==> config.mk <==
export PLATFORM = sky130hd
export DESIGN_NAME = boot_reset_gen
export DESIGN_NICKNAME = d
export VERILOG_FILES = /design/src/rtl/boot_reset_pkg.sv /design/src/rtl/boot_reset_sync2.sv /design/src/rtl/boot_reset_change.sv /design/src/rtl/boot_reset_stretch.sv /design/src/rtl/boot_reset_gen.sv
export SDC_FILE = /design/constraint.sdc
export NUM_CORES = 1
export LEC_CHECK = 0
export ABC_AREA = 1
export BUFFER_PORTS_ARGS = -buffer_cell sky130_fd_sc_hd__buf_4
export CAP_MARGIN = 20
export CORE_AREA = 2 2 39 41
export CTS_CLUSTER_DIAMETER = 40
export DETAILED_ROUTE_END_ITERATION = 7
export DIE_AREA = 0 0 41 43
export HOLD_SLACK_MARGIN = 0.15
export PLACE_DENSITY = 0.32
export SLEW_MARGIN = 25
export SYNTH_ARGS = -nofsm -noshare
export SYNTH_HDL_FRONTEND = slang
export SYNTH_SLANG_ARGS = --single-unit
==> constraint.sdc <==
create_clock -name clk -period 1.02 [get_ports clk]
set_input_delay 0.306 -clock clk [delete_from_list [all_inputs] [get_ports clk]]
set_output_delay 0.306 -clock clk [all_outputs]
set_load 0.01 [all_outputs]
==> src/rtl/boot_reset_pkg.sv <==
package boot_reset_pkg;

    // two synchroniser stages, first and second
    typedef struct packed {
        logic s1;
        logic s2;
    } sync_pair_t;

    // delayed copy of a synchronised level
    typedef struct packed {
        logic prev;
    } edge_state_t;

    // registered output stage of the generator
    typedef struct packed {
        logic rst;
    } out_state_t;

endpackage

==> src/rtl/boot_reset_sync2.sv <==
module boot_reset_sync2
    import boot_reset_pkg::*;
#(
    parameter logic INIT_LEVEL = 1'b0
) (
    input  logic clk,
    input  logic d_i,
    output logic q_o
);

    sync_pair_t sync_d;
    sync_pair_t sync_q = {INIT_LEVEL, INIT_LEVEL};

    always_comb begin
        sync_d    = sync_q;
        sync_d.s1 = d_i;
        sync_d.s2 = sync_q.s1;
    end

    always_ff @(posedge clk) begin
        sync_q <= sync_d;
    end

    assign q_o = sync_q.s2;

endmodule

==> src/rtl/boot_reset_change.sv <==
module boot_reset_change
    import boot_reset_pkg::*;
#(
    parameter logic INIT_LEVEL = 1'b0
) (
    input  logic clk,
    input  logic level_i,
    output logic changed_o
);

    edge_state_t edge_d;
    edge_state_t edge_q = INIT_LEVEL;

    always_comb begin
        edge_d      = edge_q;
        edge_d.prev = level_i;
    end

    always_ff @(posedge clk) begin
        edge_q <= edge_d;
    end

    // any difference from the one-clock-old copy is a flip, either way
    assign changed_o = level_i ^ edge_q.prev;

endmodule

==> src/rtl/boot_reset_stretch.sv <==
module boot_reset_stretch #(
    parameter int unsigned STAGES = 4
) (
    input  logic clk,
    input  logic clear_i,
    output logic hold_o
);

    typedef struct packed {
        logic [STAGES-1:0] fill;
    } fill_state_t;

    fill_state_t fill_d;
    fill_state_t fill_q = '0;   // empty after configuration
    logic [STAGES-1:0] shifted;

    generate
        if (STAGES == 1) begin : g_single
            assign shifted = 1'b1;
        end else begin : g_shift
            assign shifted = {fill_q.fill[STAGES-2:0], 1'b1};
        end
    endgenerate

    always_comb begin
        fill_d      = fill_q;
        fill_d.fill = clear_i ? '0 : shifted;
    end

    always_ff @(posedge clk) begin
        fill_q <= fill_d;
    end

    // request reset while any stage is still empty
    assign hold_o = ~&fill_q.fill;

endmodule

==> src/rtl/boot_reset_gen.sv <==
module boot_reset_gen
    import boot_reset_pkg::*;
#(
    parameter int unsigned STRETCH_LEN = 4,
    parameter logic        SW_INIT     = 1'b0
) (
    input  logic clk,
    input  logic button_i,
    input  logic switch_i,
    output logic rst_o
);

    localparam int unsigned FILL_W = (STRETCH_LEN < 1) ? 1 : STRETCH_LEN;

    logic btn_sync;
    logic sw_sync;
    logic sw_flip;
    logic clear_req;
    logic hold_req;

    boot_reset_sync2 #(.INIT_LEVEL(1'b0)) i_btn_sync (
        .clk (clk),
        .d_i (button_i),
        .q_o (btn_sync)
    );

    boot_reset_sync2 #(.INIT_LEVEL(SW_INIT)) i_sw_sync (
        .clk (clk),
        .d_i (switch_i),
        .q_o (sw_sync)
    );

    boot_reset_change #(.INIT_LEVEL(SW_INIT)) i_sw_change (
        .clk       (clk),
        .level_i   (sw_sync),
        .changed_o (sw_flip)
    );

    assign clear_req = btn_sync | sw_flip;

    boot_reset_stretch #(.STAGES(FILL_W)) i_stretch (
        .clk     (clk),
        .clear_i (clear_req),
        .hold_o  (hold_req)
    );

    out_state_t out_d;
    out_state_t out_q = 1'b1;   // reset asserted from configuration

    always_comb begin
        out_d     = out_q;
        out_d.rst = hold_req;
    end

    always_ff @(posedge clk) begin
        out_q <= out_d;
    end

    assign rst_o = out_q.rst;

endmodule

==> flow_metrics.env <==
export IMPL_worst_slew_pin_slew_ns=0.0921
export IMPL_die_height_microns=43
export IMPL_clock_sinks=10
export IMPL_avgRoutedWirePerCell_microns=6.17
export IMPL_power_density_mw_per_mm2=1970
export IMPL_core_sq_mm=0.00138
export IMPL_finalCriticalPeriod_ns=0.985
export IMPL_antenna_found_initial=0
export IMPL_drc=0
export IMPL_synth_nets=27
export IMPL_cts_max_level=1
export IMPL_rsz0062_at_grt="false"
export IMPL_clock_latency_ns=0.25
export IMPL_die_width_microns=41
export IMPL_fmax_mhz=1020
export IMPL_yosysTopAreaCell="dfxtp_1"
export IMPL_ys_seq_elements=10
export IMPL_drive_gt1_share_pct=21.9
export IMPL_areaGrowthSynthToFinish_pct=32.5
export IMPL_antenna_left=0
export IMPL_track_usage_pct=5.56
export IMPL_postSynthAreaPerCell_sq_um=10.9
export IMPL_clkTransAtPathRegs_ns=0.06
export IMPL_cts_tree="yes"
export IMPL_power_leakage_nw=0.159
export IMPL_vias=162
export IMPL_synth_area_top_cells="dfxtp_1 77%, inv_1 10%, nor2_1 4.3%, nand3_2 3.8%, nand2_1 2.9%"
export IMPL_routed_wl_microns=296
export IMPL_ys_seq_area_share_pct=76.6
export IMPL_grt_pass1_vias=137
export IMPL_place_congestion=0.614
export IMPL_syn_cell_area_sq_um=262
export IMPL_critPathRequiredTime_ns=0.71
export IMPL_crit_buf_inv=1
export IMPL_dr_pass1_iters=2
export IMPL_max_cap_violations=0
export IMPL_cts_setup_buffers=0
export IMPL_finClkSkew_ns=0.00349
export IMPL_critical_path_slowest_cell="dfxtp_1"
export IMPL_synth_top_area_share_pct=76.6
export IMPL_hpwl_microns=225
export IMPL_fin_crit_sh_pct=96.5
export IMPL_end_kind="output pin"
export IMPL_tns_ns=0
export IMPL_via_per_inst=3.38
export IMPL_worst_path_max_fanout=1
export IMPL_critPathArrivalTime_ns=0.68
export IMPL_die_area_sq_mm=0.00176
export IMPL_drtIter0Drc=1
export IMPL_slew_viol_final=0
export IMPL_crit_path_cell_trace="buf_4"
export IMPL_portBuffers=3
export IMPL_clockRootBuffer="clkbuf_4"
export IMPL_vdd_drop_max_mv=0.608
export IMPL_antenna_cells=0
export IMPL_utilization_pct=25.0
export IMPL_row_count=14
export IMPL_grt_max_degree=6
export IMPL_hold_violations=0
export IMPL_io_pins=4
export IMPL_num_nets_final=37
export IMPL_cts_resized=0
export IMPL_status="finished clean"
export IMPL_start_util_pct=18.9
export IMPL_gr_total_overflow=0
export IMPL_slowest_delay_ns=0.30
export IMPL_grt_pass1_wl_microns=510
export IMPL_synth_cell_type_count=6
export IMPL_ys_warn_count=0
export IMPL_numCtsBuffers=3
export IMPL_finalSetupViolCount=0
export IMPL_hp_class="reg -> reg"
export IMPL_syn_instance_count=24
export IMPL_maxSlewHeadroom_pct=93.9
export IMPL_crit_type="reg -> out"
export IMPL_start_kind="register"
export IMPL_clk_path_buf_depth=2
export IMPL_path_delay_family="flip-flops"
[sequential cells by signal, indices dropped and copies added (netlist names)]
signal and cells:
i_sw_change.edge_q 1, i_sw_sync.sync_d 1, i_btn_sync.sync_d 1, i_sw_sync.q_o 1, i_btn_sync.q_o 1, i_stretch.fill_q 4, rst_o 1
[layer usage]
layer  GRT usage (%)  part of all wire (%)
met5               0                     0
met3            4.71                   9.1
met2            5.94                    47
met4            10.0                   2.4
met1            3.93                    41
[power by group]
| group | switching, W | internal, W | total, W |
|---|---|---|---|
| Combinational | 0.0000100 | 0.0000145 | 0.0000246 |
| Clock | 0.000110 | 0.000135 | 0.000245 |
| Sequential | 0.00000570 | 0.000407 | 0.000412 |
[worst reg2reg max path: cells and delay by family, from the launching register on]
family	cells	cell delay (ns)
buf+inv	1	0.05
flops	1	0.34
simple gates	3	0.25
[area by class of cell]
cell class | instances | area (sq um)
clock buffer | 3 | 22.5
fill | 158 | 1040
inverter | 7 | 26.3
multi-input combinational | 7 | 35.0
sequential | 10 | 200
tap | 16 | 20.0
timing repair buffer | 5 | 42.5
[synth_stat cells (all sizes together)]
cell type	number
nand2	2
nand3	1
dfxtp	10
nor2	3
nand4	1
inv	7
[path summary, 6_finish.rpt]
kind | from | to | slack [ns] | cells past startpoint
max | rst_o | rst_o | 0.04 | 1
min | i_btn_sync.sync_d[0] | i_btn_sync.q_o | 0.33 | 0
max reg2reg | i_sw_sync.q_o | i_stretch.fill_q[3] | 0.32 | 4
min reg2reg | i_btn_sync.sync_d[0] | i_btn_sync.q_o | 0.33 | 0
[what timing repair did]
action / CTS / global route
hold endpoints to repair: 2 / 0
hold buffers: 2 / 0
endpoints found under the setup margin: 0 / 0
[through the flow]
stage	hold WS [ns]	setup WS [ns]	power [W]	instance area [sq um]	cells
final	0.325	0.0354	0.000682	347	48
after global routing	0.333	0.00503	0.000721	347	48
after CTS	0.325	0.0209	0.000697	347	48
after detailed placement	0.312	0.305	0.000440	304	43
after global placement	0.313	0.309	0.000439	304	43
after floorplan	0.310	0.383	0.000431	262	24
[kinds of logic (layout without fill, tap and decap cells)]
kind of cell           after synthesis  after routing  synth area share, %
flip-flops                          10             10                 76.6
AND/OR/NAND/NOR                      7              7                 13.4
buffers and inverters                7             15                 10.0
[cell usage in the layout, fill, tap and decap left out]
master         Yosys  layout
dlygate4sd3_1      0       2
dfxtp_1           10      10
nand2_1            2       2
clkbuf_4           0       3
inv_1              7       7
buf_4              0       3
nand4_1            1       1
nor2_1             3       3
nand3_2            1       1
(Power assumes the default switching activity.)
